## config.mk

```make
export PLATFORM = sky130hd
export DESIGN_NAME = irqUnit
export DESIGN_NICKNAME = d
export VERILOG_FILES = /design/src/rtl/irqPkg.sv /design/src/rtl/irqCtrl.sv /design/src/rtl/irqPinSync.sv /design/src/rtl/irqDatapath.sv /design/src/rtl/irqUnit.sv
export SDC_FILE = /design/constraint.sdc
export NUM_CORES = 1
export LEC_CHECK = 0
export BUFFER_PORTS_ARGS = -buffer_cell sky130_fd_sc_hd__buf_4
export CORE_MARGIN = 8
export CORE_UTILIZATION = 41
export CTS_CLUSTER_DIAMETER = 120
export DETAILED_ROUTE_END_ITERATION = 16
export HOLD_SLACK_MARGIN = 0.02
export SYNTH_ARGS = -nofsm -noshare
export SYNTH_HDL_FRONTEND = slang
export SYNTH_HIERARCHICAL = 1
export SYNTH_SLANG_ARGS = --single-unit
export TNS_END_PERCENT = 20
```

## constraint.sdc

```tcl
create_clock -name clk -period 1.6 [get_ports clk]
set_input_delay 0 -clock clk [delete_from_list [all_inputs] [get_ports clk]]
set_output_delay 0 -clock clk [all_outputs]
set_load 0.01 [all_outputs]
```

## src/rtl/irqPkg.sv

```systemverilog
package irqPkg;
  localparam int DATA_W   = 8;
  localparam int NUM_INT  = 8;
  localparam int NUM_EXT  = 4;
  localparam int NUM_SRC  = NUM_INT + NUM_EXT;
  localparam int VEC_W    = $clog2(NUM_SRC);
  localparam int WAKE_BIT = NUM_EXT;
  localparam int POL_W    = NUM_EXT + 1;
  localparam int INT1_IDX = 1;

  typedef enum logic [2:0] {
    SEL_NONE,
    SEL_REQ1,
    SEL_REQ2,
    SEL_EN1,
    SEL_EN2,
    SEL_POL
  } rdSel_e;

  typedef struct packed {
    logic   wrReq1;
    logic   wrReq2;
    logic   wrEn1;
    logic   wrEn2;
    logic   wrPol;
    rdSel_e rdSel;
  } regStrobe_t;
endpackage

```

## src/rtl/irqCtrl.sv

```systemverilog
module irqCtrl
  import irqPkg::*;
#(
  parameter int          ADDR_W    = 8,
  parameter logic [7:0]  ADDR_REQ1 = 8'hFC,
  parameter logic [7:0]  ADDR_REQ2 = 8'hFD,
  parameter logic [7:0]  ADDR_EN1  = 8'hFE,
  parameter logic [7:0]  ADDR_EN2  = 8'hFF,
  parameter logic [7:0]  ADDR_POL  = 8'hD4
) (
  input  logic              clk,
  input  logic              rstN,
  input  logic              busWrEn,
  input  logic [ADDR_W-1:0] busAddr,
  output regStrobe_t        stb
);

  logic hitReq1, hitReq2, hitEn1, hitEn2, hitPol;

  always_comb begin
    hitReq1 = (busAddr == ADDR_W'(ADDR_REQ1));
    hitReq2 = (busAddr == ADDR_W'(ADDR_REQ2));
    hitEn1  = (busAddr == ADDR_W'(ADDR_EN1));
    hitEn2  = (busAddr == ADDR_W'(ADDR_EN2));
    hitPol  = (busAddr == ADDR_W'(ADDR_POL));
  end

  always_comb begin
    stb.wrReq1 = busWrEn && hitReq1;
    stb.wrReq2 = busWrEn && hitReq2;
    stb.wrEn1  = busWrEn && hitEn1;
    stb.wrEn2  = busWrEn && hitEn2;
    stb.wrPol  = busWrEn && hitPol;
    if (hitReq1)      stb.rdSel = SEL_REQ1;
    else if (hitReq2) stb.rdSel = SEL_REQ2;
    else if (hitEn1)  stb.rdSel = SEL_EN1;
    else if (hitEn2)  stb.rdSel = SEL_EN2;
    else if (hitPol)  stb.rdSel = SEL_POL;
    else              stb.rdSel = SEL_NONE;
  end

  // a single bus write touches at most one register
  assert_one_target_R5: assert property (@(posedge clk) disable iff (!rstN)
    $onehot0({stb.wrReq1, stb.wrReq2, stb.wrEn1, stb.wrEn2, stb.wrPol}));

  // no write strobe toward an unmapped address
  assert_unmapped_quiet_R11: assert property (@(posedge clk) disable iff (!rstN)
    (stb.rdSel == SEL_NONE) |-> !(stb.wrReq1 || stb.wrReq2 || stb.wrEn1 || stb.wrEn2 || stb.wrPol));

endmodule

```

## src/rtl/irqPinSync.sv

```systemverilog
module irqPinSync #(
  parameter int   STAGES    = 2,
  parameter logic RESET_VAL = 1'b1
) (
  input  logic clk,
  input  logic rstN,
  input  logic pinRaw,
  output logic pinSync,
  output logic pinPrev
);

  logic [STAGES-1:0] chain;

  always_ff @(posedge clk or negedge rstN) begin
    if (!rstN) begin
      chain   <= {STAGES{RESET_VAL}};
      pinPrev <= RESET_VAL;
    end else begin
      chain   <= {chain[STAGES-2:0], pinRaw};
      pinPrev <= chain[STAGES-1];
    end
  end

  assign pinSync = chain[STAGES-1];

endmodule

```

## src/rtl/irqDatapath.sv

```systemverilog
module irqDatapath
  import irqPkg::*;
#(
  parameter int SYNC_STAGES = 2,
  parameter int PORT_W      = 8
) (
  input  logic               clk,
  input  logic               rstN,
  input  regStrobe_t         stb,
  input  logic [DATA_W-1:0]  wrData,
  input  logic [NUM_INT-1:0] intSrc,
  input  logic [NUM_EXT-1:0] extPin,
  input  logic [PORT_W-1:0]  keyPort,
  input  logic               lowPower,
  output logic [DATA_W-1:0]  rdData,
  output logic               irq,
  output logic [VEC_W-1:0]   vecIdx
);

  logic [NUM_INT-1:0] req1, en1;
  logic [NUM_EXT-1:0] req2, en2;
  logic [POL_W-1:0]   pol;

  logic [NUM_EXT-1:0] pinSync, pinPrev, riseHit, fallHit, edgeHit, extSet;
  logic               keyLowSync, keyLowPrev, wakeMode;
  logic [NUM_SRC-1:0] pendAll;

  genvar g;
  generate
    for (g = 0; g < NUM_EXT; g++) begin : gPin
      irqPinSync #(.STAGES(SYNC_STAGES), .RESET_VAL(1'b1)) i_sync (
        .clk    (clk),
        .rstN   (rstN),
        .pinRaw (extPin[g]),
        .pinSync(pinSync[g]),
        .pinPrev(pinPrev[g])
      );
    end
  endgenerate

  irqPinSync #(.STAGES(SYNC_STAGES), .RESET_VAL(1'b0)) i_keySync (
    .clk    (clk),
    .rstN   (rstN),
    .pinRaw (~&keyPort),
    .pinSync(keyLowSync),
    .pinPrev(keyLowPrev)
  );

  // edge history is taken on the raw synchronised pin; polarity applied afterwards
  always_comb begin
    riseHit  = pinSync & ~pinPrev;
    fallHit  = ~pinSync & pinPrev;
    edgeHit  = (pol[NUM_EXT-1:0] & riseHit) | (~pol[NUM_EXT-1:0] & fallHit);
    wakeMode = pol[WAKE_BIT] && lowPower;
    extSet   = edgeHit;
    if (wakeMode) extSet[INT1_IDX] = keyLowSync;
  end

  always_ff @(posedge clk or negedge rstN) begin
    if (!rstN) begin
      req1 <= '0;
      req2 <= '0;
      en1  <= '0;
      en2  <= '0;
      pol  <= '0;
    end else begin
      req1 <= (stb.wrReq1 ? (req1 & wrData[NUM_INT-1:0]) : req1) | intSrc;
      req2 <= (stb.wrReq2 ? (req2 & wrData[NUM_EXT-1:0]) : req2) | extSet;
      if (stb.wrEn1) en1 <= wrData[NUM_INT-1:0];
      if (stb.wrEn2) en2 <= wrData[NUM_EXT-1:0];
      if (stb.wrPol) pol <= wrData[POL_W-1:0];
    end
  end

  always_comb begin
    pendAll = {req1 & en1, req2 & en2};
    irq     = |pendAll;
    vecIdx  = '0;
    for (int i = NUM_SRC - 1; i >= 0; i--) begin
      if (pendAll[i]) vecIdx = VEC_W'(i);
    end
  end

  always_comb begin
    case (stb.rdSel)
      SEL_REQ1: rdData = DATA_W'(req1);
      SEL_REQ2: rdData = DATA_W'(req2);
      SEL_EN1:  rdData = DATA_W'(en1);
      SEL_EN2:  rdData = DATA_W'(en2);
      SEL_POL:  rdData = DATA_W'(pol);
      default:  rdData = '0;
    endcase
  end

  // without a request write, no flag ever drops
  assert_sticky_R3: assert property (@(posedge clk) disable iff (!rstN)
    !stb.wrReq1 |=> ((req1 & $past(req1)) == $past(req1)));

  // a request write sets nothing that hardware did not set
  assert_write_inert_R3: assert property (@(posedge clk) disable iff (!rstN)
    stb.wrReq1 |=> ((req1 & ~$past(req1) & ~$past(intSrc)) == '0));

  // hardware set beats a software clear on the same edge
  assert_set_wins_R4: assert property (@(posedge clk) disable iff (!rstN)
    stb.wrReq1 |=> ((req1 & $past(intSrc)) == $past(intSrc)));

  // the vector points at a source that is pending and enabled
  assert_vector_valid_R10: assert property (@(posedge clk) disable iff (!rstN)
    irq |-> (|((pendAll >> vecIdx) & NUM_SRC'(1))));

  // with no interrupt the vector rests at zero
  assert_idle_vector_R9: assert property (@(posedge clk) disable iff (!rstN)
    !irq |-> (vecIdx == '0));

  // key wake term cannot set INT1 outside wake mode unless the pin produced an edge
  assert_wake_gate_R8: assert property (@(posedge clk) disable iff (!rstN)
    (!wakeMode && !edgeHit[INT1_IDX] && !(stb.wrReq2 == 1'b0 && req2[INT1_IDX]) && !req2[INT1_IDX])
      |=> !req2[INT1_IDX]);

endmodule

```

## src/rtl/irqUnit.sv

```systemverilog
module irqUnit
  import irqPkg::*;
#(
  parameter int         ADDR_W      = 8,
  parameter int         PORT_W      = 8,
  parameter int         SYNC_STAGES = 2,
  parameter logic [7:0] ADDR_REQ1   = 8'hFC,
  parameter logic [7:0] ADDR_REQ2   = 8'hFD,
  parameter logic [7:0] ADDR_EN1    = 8'hFE,
  parameter logic [7:0] ADDR_EN2    = 8'hFF,
  parameter logic [7:0] ADDR_POL    = 8'hD4
) (
  input  logic               clk,
  input  logic               rstN,
  input  logic               busWrEn,
  input  logic [ADDR_W-1:0]  busAddr,
  input  logic [DATA_W-1:0]  busWrData,
  output logic [DATA_W-1:0]  busRdData,
  input  logic [NUM_INT-1:0] intSrc,
  input  logic [NUM_EXT-1:0] extPin,
  input  logic [PORT_W-1:0]  keyPort,
  input  logic               lowPower,
  output logic               irq,
  output logic [VEC_W-1:0]   vecIdx
);

  regStrobe_t stb;

  irqCtrl #(
    .ADDR_W   (ADDR_W),
    .ADDR_REQ1(ADDR_REQ1),
    .ADDR_REQ2(ADDR_REQ2),
    .ADDR_EN1 (ADDR_EN1),
    .ADDR_EN2 (ADDR_EN2),
    .ADDR_POL (ADDR_POL)
  ) i_ctrl (
    .clk    (clk),
    .rstN   (rstN),
    .busWrEn(busWrEn),
    .busAddr(busAddr),
    .stb    (stb)
  );

  irqDatapath #(
    .SYNC_STAGES(SYNC_STAGES),
    .PORT_W     (PORT_W)
  ) i_dp (
    .clk     (clk),
    .rstN    (rstN),
    .stb     (stb),
    .wrData  (busWrData),
    .intSrc  (intSrc),
    .extPin  (extPin),
    .keyPort (keyPort),
    .lowPower(lowPower),
    .rdData  (busRdData),
    .irq     (irq),
    .vecIdx  (vecIdx)
  );

endmodule

```

==> results.yml, run 1 <==
outcome:
  outcome: "finished, violations left"
  violations: "negative setup slack"
drt:
  totalWireLength_um: 5570
  final_antenna_net_count: 0
  drc: 0
  firstDrtPassIters: 4
  drtIter0Drc: 146
  vias: 1867
  via_per_inst: 5.186
  wl_per_cell_um: 15.47
final_layout:
  num-nets-final: 329
  fill_cells: 428
  layout-drive-gt1-share: 0.4241
  finalNonFillerCells: 360
  area_growth_pct: 48.46
  antennaDiodeCount: 0
  design_area_mm2: 0.003139
  post-route-util: 0.6226
timing:
  fmax_mhz: 611.9
  setup_slack_ps: -34.14
  fin_crit_ps: 1634
  slew_headroom: 0.6467
  slew_violations: 0
  layout_worst_path_cycle_share: 1.021
  hold_viol: 0
  worstMarginPinSlew_ps: 530.0
  fin_worst_skew_ps: 0.7797
  setup-violations-final: 4
  rsz0062_at_grt: "true"
clocking:
  cts_root_buffer: "clkbuf_8"
  cts.sinks: 43
  cts_buffer_depth: 2
  cts_made_buffers: 5
  insertion_delay_ps: 290
  cts-htree-levels: 2
  clk_pin_slew_ps: 80
  cts_tree: "built"
floorplanning:
  coreArea_mm2: 0.005042
  fp.dieArea_mm2: 0.007711
  fp.dieW_um: 87.82
  io_pins: 53
  initial_core_util: 0.4194
  die_h_um: 87.82
  rows: 26
critical_path:
  worstSetupEndpointType: "output port"
  slowest_stage: "dfrtp_1"
  start_kind: "flip-flop"
  critPathArrivalTime_ps: 1630
  critPathBufInv: 1
  critPathRequiredTime_ps: 1600
  cp_top_family: "compound AO/OA/AOI/OAI gates"
  path_class: "reg2out"
  slowest_delay_ps: 420
  worstPathMaxFanout: 4
  crit_chain: "a22o_1 > o211ai_2 > a222oi_1 > a221oi_2 > buf_4"
grt:
  grt_pass1_vias: 2012
  track_usage: 0.1589
  gr-total-overflow: 0
  grt_pass1_wl_um: 9432
  antenna_found_initial: 0
  grt_max_degree: 44
power_and_ir_drop:
  max-vdd-ir-drop_uv: 537.6
  power.total_uw: 2568
  powerDensity_mw_per_mm2: 817.9
  p_leak_uw: 0.001330
synthesis:
  syn-instance-count: 190
  synth_area_mm2: 0.002115
  avgSynthCellArea_um2: 11.13
  yosys_warnings: 6
  syn-num-nets: 230
min_path:
  hold_path.class: "in2reg"
placement:
  portBuffers: 52
  dpl-instance-area_mm2: 0.002654
  dp.final_hpwl_um: 3984
  gp_congestion: 0.8409
  dp.cells: 321
  post-place-ws_ps: -3.941
flow_run:
  cap_violations: 0
[power by group]
group	switching [µW]	leakage, µW	internal [µW]	total, µW
logic	160	0.000777	217	377
clock network	389	0.0000703	633	1020
registers	33.4	0.000483	1130	1170
[path summary, 6_finish.rpt]
path | start | end | slack [ps] | depth (start not counted)
worst min register to register | i_dp/i_keySync/chain[0] | i_dp/i_keySync/chain[1] | 360 | 0
worst min-delay path | lowPower | i_dp/req2[1] | 30 | 3
max in group asynchronous | rstN | i_dp/req1[6] | 990 | 2
worst max register to register | i_dp/req1[5] | i_dp/req1[5] | 230 | 3
worst max-delay path | i_dp/en1[5] | vecIdx[1] | -30 | 5
min in group asynchronous | rstN | i_dp/en2[2] | 220 | 2
[routing by layer]
| layer | wire, µm | GRT usage | part of all wire |
|---|---|---|---|
| met1 | 2455 | 0.1866 | 0.44 |
| met2 | 2660 | 0.2633 | 0.48 |
| met3 | 344 | 0.04784 | 0.062 |
| met4 | 109 | 0.06406 | 0.020 |
| met5 | 0 | 0 | 0 |
[worst register-to-register path, cell delays in order (launching register included)]
cell and delay (ps):
dfrtp_1 380, buf_4 140, a21o_2 180, dlygate4sd3_1 550
[repair_timing]
| item | CTS | global route |
|---|---|---|
| endpoints found under the setup margin | 5 | 11 |
| setup buffers | 2 | 0 |
| endpoints found under the hold margin | 65 | 0 |
| hold buffers | 29 | 0 |
| gates cloned | 0 | 0 |
| resized for setup | 4 | 4 |
| pin swaps | 2 | 5 |
[state kept, by name, indices dropped and copies added (netlist names)]
register / count
i_dp/en1: 8
i_dp/en2: 4
i_dp/gPin.i_sync/chain: 8
i_dp/gPin.i_sync/pinPrev: 4
i_dp/i_keySync/chain: 2
i_dp/pol: 5
i_dp/req1: 8
i_dp/req2: 4
[layout make-up]
cell class                      instances  area (µm²)  share of cell area
Clock inverter                          3       71.32             0.02272
Multi-Input combinational cell        137       988.4              0.3149
Inverter                                3       11.26            0.003587
Timing Repair Buffer                   99       819.5              0.2611
Tap cell                               70       87.58             0.02790
Sequential cell                        43        1092              0.3479
Clock buffer                            5       68.82             0.02192
[per-stage QoR]
step	hold WS (ps)	setup TNS (ps)
6_report	25.14	-65.89
5_1_grt	39.85	-580.4
4_1_cts	23.64	-47.28
3_5_place_dp	21.13	-3.941
3_3_place_gp	24.05	0
2_1_floorplan	-295.6	0
[placed cells by master (no fill, tap or decap), drive strengths merged, types with 4 or more instances in the layout]
| master | instances |
|---|---|
| nand4 | 4 |
| nand2b | 9 |
| dlygate4sd3 | 29 |
| a21o | 8 |
| nor2 | 14 |
| dfrtp | 31 |
| clkbuf | 5 |
| nor3 | 4 |
| inv | 4 |
| buf | 70 |
| nand3 | 4 |
| nand2 | 19 |
| mux2 | 17 |
| dfstp | 12 |
| a221oi | 8 |
| o21ai | 7 |
| mux2i | 8 |
| a21oi | 11 |
| o211ai | 4 |
(Power assumes the default switching activity.)
==> inputs of run 2 (changes only) <==
Settings changed: RECOVER_POWER set to 25.
==> run 2 against run 1 <==
The flow still finishes with violations (negative setup slack). Via count down 0.11%. Worst hold slack barely moved. Clock power hardly changed. Utilization hardly changed. Final cell count is the same. Combinational power about the same. Clock skew is essentially flat. Design area barely moved. Sequential share of layout area about the same. Setup slack worse by 0.54 ps. Global-route usage is the same. Fmax hardly changed.
==> results.yml, run 2 (synthesis results as in run 1) <==
outcome:
  outcome: "finished, violations left"
  violations: "negative setup slack"
min_path:
  min_from: "lowPower"
  hold_path.class: "in2reg"
  hold_path_end: "i_dp/req2[1]"
  worstHoldPathCells: 3
clocking:
  cts_made_buffers: 5
  cts_root_buffer: "clkbuf_8"
  cts.sinks: 43
  cts_tree: "built"
  cts_buffer_depth: 2
  cts-htree-levels: 2
  clk_pin_slew_ps: 80
  insertion_delay_ps: 290
final_layout:
  num-nets-final: 329
  layout-drive-gt1-share: 0.4138
  final_common_cell: "buf_4"
  antennaDiodeCount: 0
  area_growth_pct: 48.34
  post-route-util: 0.6221
  top_regs: "i_dp/en1 x8, i_dp/gPin.i_sync/chain x8, i_dp/req1 x8"
  final_cell_mix: "64 x buf_4, 30 x dfrtp_1, 29 x dlygate4sd3_1"
drt:
  drc: 0
  top_layer_used: "met4"
  wl_met3_um: 312
  wl_met1_um: 2488
  vias: 1865
  firstDrtPassIters: 4
  wl_met2_um: 2667
  final_antenna_net_count: 0
  totalWireLength_um: 5577
  wl_per_cell_um: 15.49
  via_per_inst: 5.181
  drtIter0Drc: 146
grt:
  track_usage: 0.1589
  gr-total-overflow: 0
  antenna_found_initial: 0
  grt_pass1_wl_um: 9432
  grt_max_degree: 44
  grt_pass1_vias: 2012
power_and_ir_drop:
  power.total_uw: 2565
  powerDensity_mw_per_mm2: 817.6
  p_leak_uw: 0.001327
  clkPwrFrac: 0.399
  p_comb_frac: 0.146
  p_sw_frac: 0.2273
  p_switching_uw: 582.8
  power.internal_uw: 1982
  power_frac_seq: 0.455
  max-vdd-ir-drop_uv: 537.5
timing:
  fmax_mhz: 611.7
  worstMarginPinSlew_ps: 1042
  setup_tns_ps: -67.78
  slew_violations: 0
  setup_slack_ps: -34.68
  layout_worst_path_cycle_share: 1.022
  fin_crit_ps: 1635
  hold_viol: 0
  slew_headroom: 0.3056
  setup-violations-final: 4
  rsz0062_at_grt: "true"
  fin_worst_skew_ps: 0.7776
placement:
  portBuffers: 52
  gp_congestion: 0.8409
  dp.final_hpwl_um: 3984
critical_path:
  slowest_stage: "dfrtp_1"
  timing.rr.start: "i_dp/req1[5]"
  crit_chain: "a22o_1 > o211ai_2 > a222oi_1 > a221oi_2 > buf_4"
  reg2regPathDepth: 3
  critPathRequiredTime_ps: 1600
  r2r_slack_ps: 230
  path_class: "reg2out"
  reg2reg_to: "i_dp/req1[5]"
  critPathArrivalTime_ps: 1630
  slowest_delay_ps: 420
  start_kind: "flip-flop"
  worstPathMaxFanout: 4
  worstSetupEndpointType: "output port"
flow_run:
  cap_violations: 0
floorplanning:
  fp.dieW_um: 87.82
  die_h_um: 87.82
  fp.dieArea_mm2: 0.007711
  io_pins: 53
  initial_core_util: 0.4194
  rows: 26
  coreArea_mm2: 0.005042
[run 2: cell count changes in the layout (fill, tap and decap cells not counted), sizes merged]
cell,previous run,this run
clkbuf,5,10
buf,70,65
[run 2: layout make-up]
type	instances	area, µm²
Clock buffer	5	68.82
Clock inverter	3	71.32
Fill cell	429	1906
Inverter	3	11.26
Multi-Input combinational cell	137	988.4
Sequential cell	43	1092
Tap cell	70	87.58
Timing Repair Buffer	99	817.0
[run 2: stage by stage]
stage          instance area, µm²  hold slack [ps]  worst slack (ps)  cells
5_1_grt                      3137            39.85            -112.5    360
6_report                     3137            25.19            -34.68    360
3_3_place_gp                 2654            24.05             21.78    321
4_1_cts                      3122            23.64            -22.89    360
2_1_floorplan                2115           -295.6             143.8    190
3_5_place_dp                 2654            21.13            -3.941    321
[run 2: worst max path at each step]
| stage | from | to | slack [ps] | depth (start not counted) |
|---|---|---|---|---|
| global route | i_dp/en1[5] | vecIdx[1] | -110 | 5 |
| global placement | busAddr[5] | busRdData[1] | 20 | 9 |
| floorplan | busAddr[7] | i_dp/req1[5] | 140 | 4 |
| finish | i_dp/en1[5] | vecIdx[1] | -30 | 5 |
| CTS | busAddr[5] | busRdData[3] | -20 | 9 |
| detailed placement | busAddr[5] | busRdData[1] | -4 | 9 |
[run 2: what timing repair did]
action                                  CTS  global route
endpoints found under the hold margin    65             0
buffers inserted                          2             0
hold buffers                             29             0
endpoints found under the setup margin    5            11
resized for setup                         4             4
pin swaps                                 2             5
[run 2: metal layers]
layer / global-route usage / vias to the layer above
met5: 0 / -
met4: 0.06406 / 0
met3: 0.04784 / 10
met2: 0.2633 / 54
met1: 0.1866 / 908
li1: - / 893
[run 2: worst max-delay path, delay by kind of cell (launching register included)]
family                 cells  cell delay [ps]
AOI/OAI and AO/OA          4              750
buffers and inverters      1              170
DFF                        1              420
[run 2: power by group through the flow]
stage	Combinational (µW)	Clock, µW	Sequential [µW]
final	375	1020	1170
after global routing	412	1100	1170
after CTS	373	1050	1170
after detailed placement	321	0	1190
after global placement	319	0	1190
after floorplan	138	0	1180
